**config.mk**
```make
export PLATFORM = sky130hd
export DESIGN_NAME = seqctr_top
export DESIGN_NICKNAME = d
export VERILOG_FILES = /design/src/rtl/seqctr_pkg.sv /design/src/rtl/seqctr_req_path.sv /design/src/rtl/seqctr_core.sv /design/src/rtl/seqctr_top.sv
export SDC_FILE = /design/constraint.sdc
export NUM_CORES = 1
export LEC_CHECK = 0
export CAP_MARGIN = 30
export CORE_AREA = 2 2 39 41
export DETAILED_ROUTE_END_ITERATION = 16
export DIE_AREA = 0 0 41 43
export GPL_TIMING_DRIVEN = 0
export PLACE_DENSITY_LB_ADDON = 0.15
export SLEW_MARGIN = 10
export SYNTH_ARGS = -nofsm -noshare
export SYNTH_HDL_FRONTEND = slang
export SYNTH_SLANG_ARGS = --single-unit
```
**constraint.sdc**
```tcl
create_clock -name clk -period 1.8 [get_ports clk]
set_clock_uncertainty 0.15 [all_clocks]
set_input_delay 0.36 -clock clk [delete_from_list [all_inputs] [get_ports clk]]
set_output_delay 0.36 -clock clk [all_outputs]
set_load 0.02 [all_outputs]
```
**src/rtl/seqctr_pkg.sv**
```systemverilog
package seqctr_pkg;

    // Action resolved for one active edge, listed in priority order
    typedef enum logic [1:0] {
        ACT_COUNT = 2'd0,
        ACT_HOLD  = 2'd1,
        ACT_CLEAR = 2'd2
    } ctr_act_e;

    function automatic ctr_act_e resolve_act(input logic clr, input logic hold);
        if (clr)       return ACT_CLEAR;
        else if (hold) return ACT_HOLD;
        else           return ACT_COUNT;
    endfunction

endpackage

```
**src/rtl/seqctr_req_path.sv**
```systemverilog
module seqctr_req_path #(
    parameter int NSRC = 2
) (
    input  logic            clk_act,
    input  logic            rst_n,
    input  logic [NSRC-1:0] req,
    input  logic            reg_mode,
    output logic            active
);

    typedef struct packed {
        logic pipe;
    } path_st_t;

    path_st_t st_d, st_q;
    logic     req_any;

    always_comb begin
        req_any     = |req;
        st_d.pipe   = req_any;
        active      = reg_mode ? st_q.pipe : req_any;
    end

    always_ff @(posedge clk_act or negedge rst_n) begin
        if (!rst_n) st_q <= '0;
        else        st_q <= st_d;
    end

endmodule

```
**src/rtl/seqctr_core.sv**
```systemverilog
module seqctr_core
    import seqctr_pkg::*;
#(
    parameter int CNT_W = 6
) (
    input  logic             clk_act,
    input  logic             rst_n,
    input  logic             clr,
    input  logic             hold,
    output logic [CNT_W-1:0] count
);

    typedef struct packed {
        logic [CNT_W-1:0] count;
    } core_st_t;

    core_st_t st_d, st_q;
    ctr_act_e act;

    always_comb begin
        act  = resolve_act(clr, hold);
        st_d = st_q;
        unique case (act)
            ACT_CLEAR: st_d.count = '0;
            ACT_HOLD:  st_d.count = st_q.count;
            default:   st_d.count = st_q.count + 1'b1;
        endcase
    end

    always_ff @(posedge clk_act or negedge rst_n) begin
        if (!rst_n) st_q <= '0;
        else        st_q <= st_d;
    end

    assign count = st_q.count;

endmodule

```
**src/rtl/seqctr_top.sv**
```systemverilog
module seqctr_top #(
    parameter int CNT_W     = 6,
    parameter int NSRC      = 2,
    parameter bit FALL_EDGE = 1'b0
) (
    input  logic             clk,
    input  logic             rst_n,
    input  logic [NSRC-1:0]  clr_req,
    input  logic [NSRC-1:0]  hold_req,
    input  logic             clr_reg_mode,
    input  logic             hold_reg_mode,
    output logic [CNT_W-1:0] count
);

    logic clk_act;
    logic clr_eff;
    logic hold_eff;

    generate
        if (FALL_EDGE) begin : g_fall
            assign clk_act = ~clk;
        end else begin : g_rise
            assign clk_act = clk;
        end
    endgenerate

    seqctr_req_path #(.NSRC(NSRC)) i_clr_path (
        .clk_act  (clk_act),
        .rst_n    (rst_n),
        .req      (clr_req),
        .reg_mode (clr_reg_mode),
        .active   (clr_eff)
    );

    seqctr_req_path #(.NSRC(NSRC)) i_hold_path (
        .clk_act  (clk_act),
        .rst_n    (rst_n),
        .req      (hold_req),
        .reg_mode (hold_reg_mode),
        .active   (hold_eff)
    );

    seqctr_core #(.CNT_W(CNT_W)) i_core (
        .clk_act (clk_act),
        .rst_n   (rst_n),
        .clr     (clr_eff),
        .hold    (hold_eff),
        .count   (count)
    );

endmodule

```
==> metrics.md, run 1 <==
| Metric | Value |
|---|---|
| Cell-internal power | ~0.29 mW |
| Clock-pin slew reported for the worst setup and hold paths after clock tree synthesis | roughly 0.060 ns |
| Count of state elements after synthesis | 8 |
| Avg Inst Size Synth | about 11 um2 |
| Yosys warnings | 0 |
| Sw Ratio | 24.4% |
| Arrival time of the worst setup path | roughly 1.2 ns |
| Insertion delay to the later sink of the worst-skew pair | between 0.2 and 0.3 ns |
| Cells traversed along the worst timing path | clkdlybuf4s50_1 |
| Worst slack after detailed placement | -0.0235 ns |
| Portion of the clock cycle consumed by the worst path in the final layout | between 90 and 100% |
| Number of CTS-inserted buffers | 3 |
| Die boundary height | about 43 um |
| Max-slew violation count | 0 |
| Fraction of synthesized area in multiplexers | between 8 and 9% |
| Primary FF master, synth | dfrtp_1 |
| Hold slack final | 0.225 ns |
| Clock power frac | between 30% and 40% |
| Routed length per instance | ~12 um |
| Achievable clock frequency | approximately 580 MHz |
| Share of synthesized registers carrying an async set or reset | 100% |
| Wire length of the first global-routing pass | around 1400 um |
| Static leakage | approximately 0.32 nW |
| Headroom to the max-slew limit | 75.4% |
| Root Driver | clkbuf_4 |
| Ratio of cells with drive above 1 in the final layout | between 10% and 20% |
| Smallest setup slack after layout | between 0.06 and 0.07 ns |
| Post-synthesis share of cell area spent on full adders, half adders and majority gates | under 10% |
| Startpoint type of the worst setup path | register |
| Die width | between 40 and 50 um |
| Switching power | approximately 0.092 mW |
| Initial core utilization | 33.0% |
| CP bufs+invs | 1 |
| Final period demand of the worst path | about 1.7 ns |
| Total number of H-tree levels | 1 |
| Required time reported for the critical path endpoint | around 1.3 ns |
| Share of total power in combinational logic | 12.9% |
| Number of global-route vias before repair | between 300 and 400 |
| Post-DP HPWL | ~670 um |
| Maximum fanout encountered on the critical timing path | 3 |
| Post-synth EDFFs | 0 |
| Top delay family on crit path | buffers and inverters |
| Critical-path top delay cell | clkdlybuf4s50_1 |
| Syn Std Cell Area | 457 um2 |
| CP Class | register to primary output |
| Top Usage Layer GRT | met1 |
| Global-route total usage across every layer | approximately an eighth |
| Number of rows in the core area | 14 |
| Share of the synthesized area in compound gates (AO/OA/AOI/OAI) | roughly a fifth |
| Number of nets produced by synthesis | between 50 and 60 |
| Area growth from synthesis to layout | 38.1% |
| Multi-input gate area in the final layout | roughly 250 um2 |
| Aggregate routed wire length | just under 900 um |
| Number of vias after detailed routing | approximately 400 |
| Hold WC Path Type | primary input to asynchronous set/reset pin |
| Placeable core region | roughly 1400 um2 |
| Vias per std cell | ~5.4 |
| Setup TNS Final | 0 ns |
| Main combinational cell family by area after synthesis | simple AND/OR/NAND/NOR gates |
| Library cells used by synthesis | 20 |
| Portion of total power attributed to sequential cells | 49.2% |
| Gate Count Post-Synth | 42 |
| Hold Buf Count CTS | 0 |
| RR Startpoint | i_hold_path.st_q |
| Final Hold Fails | 0 |
| Flip-flop and latch area | between 200 and 250 um2 |
| Met1 track demand over resource | 16.7% |
| IR drop worst, VDD | about 0.27 mV |
| Drc violations | 0 |
| Maximum number of pins on one net before global-route repair | 10 |
| Number of diodes | 0 |
| Total of buffers placed on input and output ports | 13 |
| Sink Count | 8 |
| Result of the run | completed |
| Simple-gate share of the synthesized area | around 22% |
| Worst Setup SP | i_core.count[5] |
| Final weighted congestion of routability-driven global placement | 0.633 |
| Clock tree from TritonCTS | built |
| Power per standard cell area | around 600 nW/um2 |
| Initial antenna violation count | 0 |
| I/O pin cnt | 14 |
| Fill cell instance count of the final layout | about 130 |
| Largest buffer count on any clock path | 2 |
| Max capacitance violation total | 0 |
| Drt first-iter violations | 3 |
| Final setup violation count | 0 |
| Number of nets in the layout | a little under 70 |
| Highest cell delay on the worst timing path | around 0.61 ns |
| GRT met3 Usage | 3.14% |
| Slew at the pin closest to its max-slew limit | approximately 0.37 ns |
| Share of the synthesized netlist area taken by xor and xnor gates | 0% |
| Worst setup EP type | primary output |
| Overall power consumption | ~0.38 mW |
| Sequential area share after synthesis | 43.8% |
| Total congestion overflow after global routing | 0 |
| Length of the first detailed-routing pass in iterations | 4 |
| Final ANT Viol Nets | 0 |
| Area enclosed by the die boundary | ~1800 um2 |
| Unrepaired setup endpoints after global routing | no |
| Global routing met2 resource utilization | 15.3% |
## path summary, 6_finish.rpt
path / end / slack, ns / cells after the start
min reg2reg: i_core.count[5] / 0.42 / 2
max reg2reg: i_core.count[3] / 0.53 / 3
min: i_clr_path.st_q / 0.23 / 1
min in group clk: i_core.count[5] / 0.42 / 2
max in group asynchronous: i_core.count[2] / 1.00 / 1
max: count[5] / 0.07 / 1
## area by class of cell
cell class / count / area share (%)
multi-input cells: 33 / 39.9
repair buffers: 13 / 20.8
clock buffers: 3 / 3.57
well taps: 16 / 3.17
flip-flops and latches: 8 / 31.7
plain buffers: 1 / 0.794
## power groups by stage
| stage | Combinational, mW | Clock, mW | Sequential, mW |
|---|---|---|---|
| after floorplan | 0.0190 | 0 | 0.190 |
| after global placement | 0.0498 | 0 | 0.189 |
| after detailed placement | 0.0502 | 0 | 0.189 |
| after CTS | 0.0496 | 0.143 | 0.186 |
| after global routing | 0.0538 | 0.160 | 0.186 |
| final | 0.0486 | 0.143 | 0.185 |
## Yosys cell counts, types with 2 or more instances
| master | number | area (um2) |
|---|---|---|
| o2111ai_1 | 2 | 17.5 |
| o21ai_0 | 6 | 30.0 |
| o21bai_1 | 4 | 30.0 |
| or2_2 | 2 | 12.5 |
| nor3_4 | 2 | 32.5 |
| dfrtp_1 | 8 | 200 |
| nor3_1 | 2 | 10.0 |
| mux2i_1 | 4 | 40.0 |
## sequential cells by signal, summed over array words and instances (netlist names)
register	cells
i_clr_path.st_q	1
i_core.count	6
i_hold_path.st_q	1
## layer usage
layer	vias up	wire length, um
met5	-	0
met4	0	27
met3	3	62
li1	198	-
met2	13	380
met1	182	415
## timing repair
item / CTS / global route
gates resized for setup: 3 / 2
setup buffers: 0 / 0
cloned: 0 / 0
setup endpoints to repair: 3 / 2
## layout by cell type, fill, tap and decap left out, types with 2 or more instances in the layout
master	netlist	routed
o21ai_0	6	6
nor3_4	2	2
clkdlybuf4s50_1	0	8
dlymetal6s2s_1	0	2
o2111ai_1	2	2
o21bai_1	4	4
mux2i_1	4	4
clkbuf_4	0	3
dfrtp_1	8	8
dlygate4sd2_1	0	3
or2_2	2	2
nor3_1	2	2
## logic make-up after synthesis
logic type	Yosys count
flops	8
compound gates	15
simple gates	13
fa+ha+maj	1
mux	4
buf+inv	1
## stage by stage
stage / cell area (um2) / std cells / util [%]
global placement: 607 / 71 / 43.9
CTS: 626 / 74 / 45.2
detailed placement: 607 / 71 / 43.9
finish: 631 / 74 / 45.6
floorplan: 457 / 42 / -
global route: 631 / 74 / 45.6
(Power assumes the default switching activity.)
==> run 2: changes to the inputs <==
==> constraint.sdc (replaced) <==
create_clock -name clk -period 2 [get_ports clk]
set_clock_uncertainty 0.15 [all_clocks]
set_input_delay 0.4 -clock clk [delete_from_list [all_inputs] [get_ports clk]]
set_output_delay 0.4 -clock clk [all_outputs]
set_load 0.02 [all_outputs]
==> run 2 against run 1 <==
Compared with the run above: via count unchanged; die area unchanged; setup slack better by 0.068 ns; clock power down 9.8%; largest cell class unchanged; routed wire length down 0.23%; sequential power down 9.7%; flip-flop and latch count unchanged.
==> metrics.md, run 2 (synthesized netlist as in run 1, its figures left out) <==
| Metric | Value |
|---|---|
| Headroom to the max-slew limit | 75.4% |
| Post-DP HPWL | between 600 and 700 um |
| Root Driver | clkbuf_4 |
| Drc violations | 0 |
| Highest cell delay on the worst timing path | between 0.6 and 0.7 ns |
| Aggregate routed wire length | approximately 880 um |
| Area growth from synthesis to layout | 37.8% |
| Total of buffers placed on input and output ports | 13 |
| Startpoint type of the worst setup path | register |
| Wire length of the first global-routing pass | 1380 um |
| Drt first-iter violations | 3 |
| Clock-pin slew reported for the worst setup and hold paths after clock tree synthesis | 0.06 ns |
| Ratio of cells with drive above 1 in the final layout | 15.5% |
| Length of the first detailed-routing pass in iterations | 4 |
| Quantity of gates resized following cts | 0 |
| Power per standard cell area | approximately 540 nW/um2 |
| Initial core utilization | between 30% and 40% |
| Largest buffer count on any clock path | 2 |
| Number of global-route vias before repair | between 300 and 400 |
| Total congestion overflow after global routing | 0 |
| Initial antenna violation count | 0 |
| Die width | between 40 and 50 um |
| Unrepaired setup endpoints after global routing | no |
| Top delay family on crit path | buffers and inverters |
| Number of nets in the layout | slightly below 70 |
| IR drop worst, VDD | roughly 0.25 mV |
| Worst slack after detailed placement | roughly 0.14 ns |
| Max reg flops | 6 |
| Die boundary height | 43 um |
| Final weighted congestion of routability-driven global placement | roughly 0.63 |
| Hold Buf Count CTS | 0 |
| Total number of H-tree levels | 1 |
| Hold WC Path Type | primary input to asynchronous set/reset pin |
| Arrival time of the worst setup path | 1.32 ns |
| Final setup violation count | 0 |
| Area enclosed by the die boundary | ~1800 um2 |
| Routed length per instance | between 10 and 15 um |
| Number of diodes | 0 |
| Number of CTS-inserted buffers | 3 |
| Achievable clock frequency | approximately 540 MHz |
| Final Hold Fails | 0 |
| Vias per std cell | 5.35 |
| Global-route total usage across every layer | 12.2% |
| Static leakage | around 0.26 nW |
| Maximum number of pins on one net before global-route repair | 10 |
| Most frequent cells in the layout | clkdlybuf4s50_1 (13), dfrtp_1 (8), o21ai_0 (6) |
| Portion of the clock cycle consumed by the worst path in the final layout | between 90% and 100% |
| Worst setup EP type | primary output |
| Max capacitance violation total | 0 |
| CP Class | register to primary output |
| Most common cell after layout, fill and taps aside | clkdlybuf4s50_1 |
| Sink Count | 8 |
| Maximum fanout encountered on the critical timing path | 6 |
| Buffers inserted by post-CTS timing repair | 0 |
| Slew at the pin closest to its max-slew limit | approximately 0.37 ns |
| CP bufs+invs | 1 |
| Result of the run | completed |
| R2R depth | 3 |
| Number of rows in the core area | 14 |
| Cells traversed along the worst timing path | clkdlybuf4s50_1 |
| Critical-path top delay cell | clkdlybuf4s50_1 |
| Required time reported for the critical path endpoint | roughly 1.5 ns |
| Number of vias after detailed routing | ~400 |
| Smallest setup slack after layout | approximately 0.13 ns |
| Overall power consumption | roughly 0.34 mW |
| Placeable core region | approximately 1400 um2 |
| Clock tree from TritonCTS | built |
| I/O pin cnt | 14 |
| Final ANT Viol Nets | 0 |
| Fill cell instance count of the final layout | ~130 |
| Insertion delay to the later sink of the worst-skew pair | 0.26 ns |
| Stages on worst setup path | 1 |
| Setup TNS Final | 0 ns |
| Final period demand of the worst path | roughly 1.9 ns |
| Max-slew violation count | 0 |
-- run 2: path summary, 6_finish.rpt --
path / from / endpoint / slack (ns)
max: i_core.count[0] / count[0] / 0.13
min: rst_n / i_clr_path.st_q / 0.27
max reg2reg: i_hold_path.st_q / i_core.count[3] / 0.73
min reg2reg: i_core.count[5] / i_core.count[5] / 0.42
max in group asynchronous: rst_n / i_core.count[2] / 1.16
min in group clk: i_core.count[5] / i_core.count[5] / 0.42
-- run 2: area by class of cell --
cell class              instances  area, um2  share of cell area [%]
flip-flops and latches          8        200                    31.8
multi-input cells              33        251                    40.0
plain buffers                   1       5.00                   0.795
clock buffers                   3       22.5                    3.58
repair buffers                 13        130                    20.7
well taps                      16       20.0                    3.18
-- run 2: report_power, final --
| part | switching [mW] | total [mW] | internal (mW) |
|---|---|---|---|
| sequential | 0.00202 | 0.167 | 0.165 |
| clock | 0.0597 | 0.129 | 0.0690 |
| combinational | 0.0212 | 0.0444 | 0.0233 |
| total | 0.0829 | 0.340 | 0.257 |
-- run 2: per-layer routing --
metal  vias up  GRT usage (%)  routed length (um)
met2        13           15.3                 379
met4         0           10.0                  27
met5         -              0                   0
met1       182           16.7                 419
li1        198              -                   -
met3         3           3.14                  58
-- run 2: per-stage QoR --
| stage | util [%] | hold WS [ns] | cell area, um2 | std cells |
|---|---|---|---|---|
| after floorplan | - | -0.0456 | 457 | 42 |
| after global placement | 43.9 | 0.409 | 607 | 71 |
| after detailed placement | 43.9 | 0.411 | 607 | 71 |
| after CTS | 45.5 | 0.286 | 629 | 74 |
| after global routing | 45.5 | 0.286 | 629 | 74 |
| final | 45.5 | 0.265 | 629 | 74 |
==> run 3: changes to the inputs <==
--- a/config.mk
+++ b/config.mk
@@ -5,7 +5,7 @@
 export SDC_FILE = /design/constraint.sdc
 export NUM_CORES = 1
 export LEC_CHECK = 0
-export CAP_MARGIN = 30
+export CAP_MARGIN = 20
 export CORE_AREA = 2 2 39 41
 export DETAILED_ROUTE_END_ITERATION = 16
 export DIE_AREA = 0 0 41 43
==> results of run 3 <==
Final layout, timing and power as in run 2 (identical DEF).
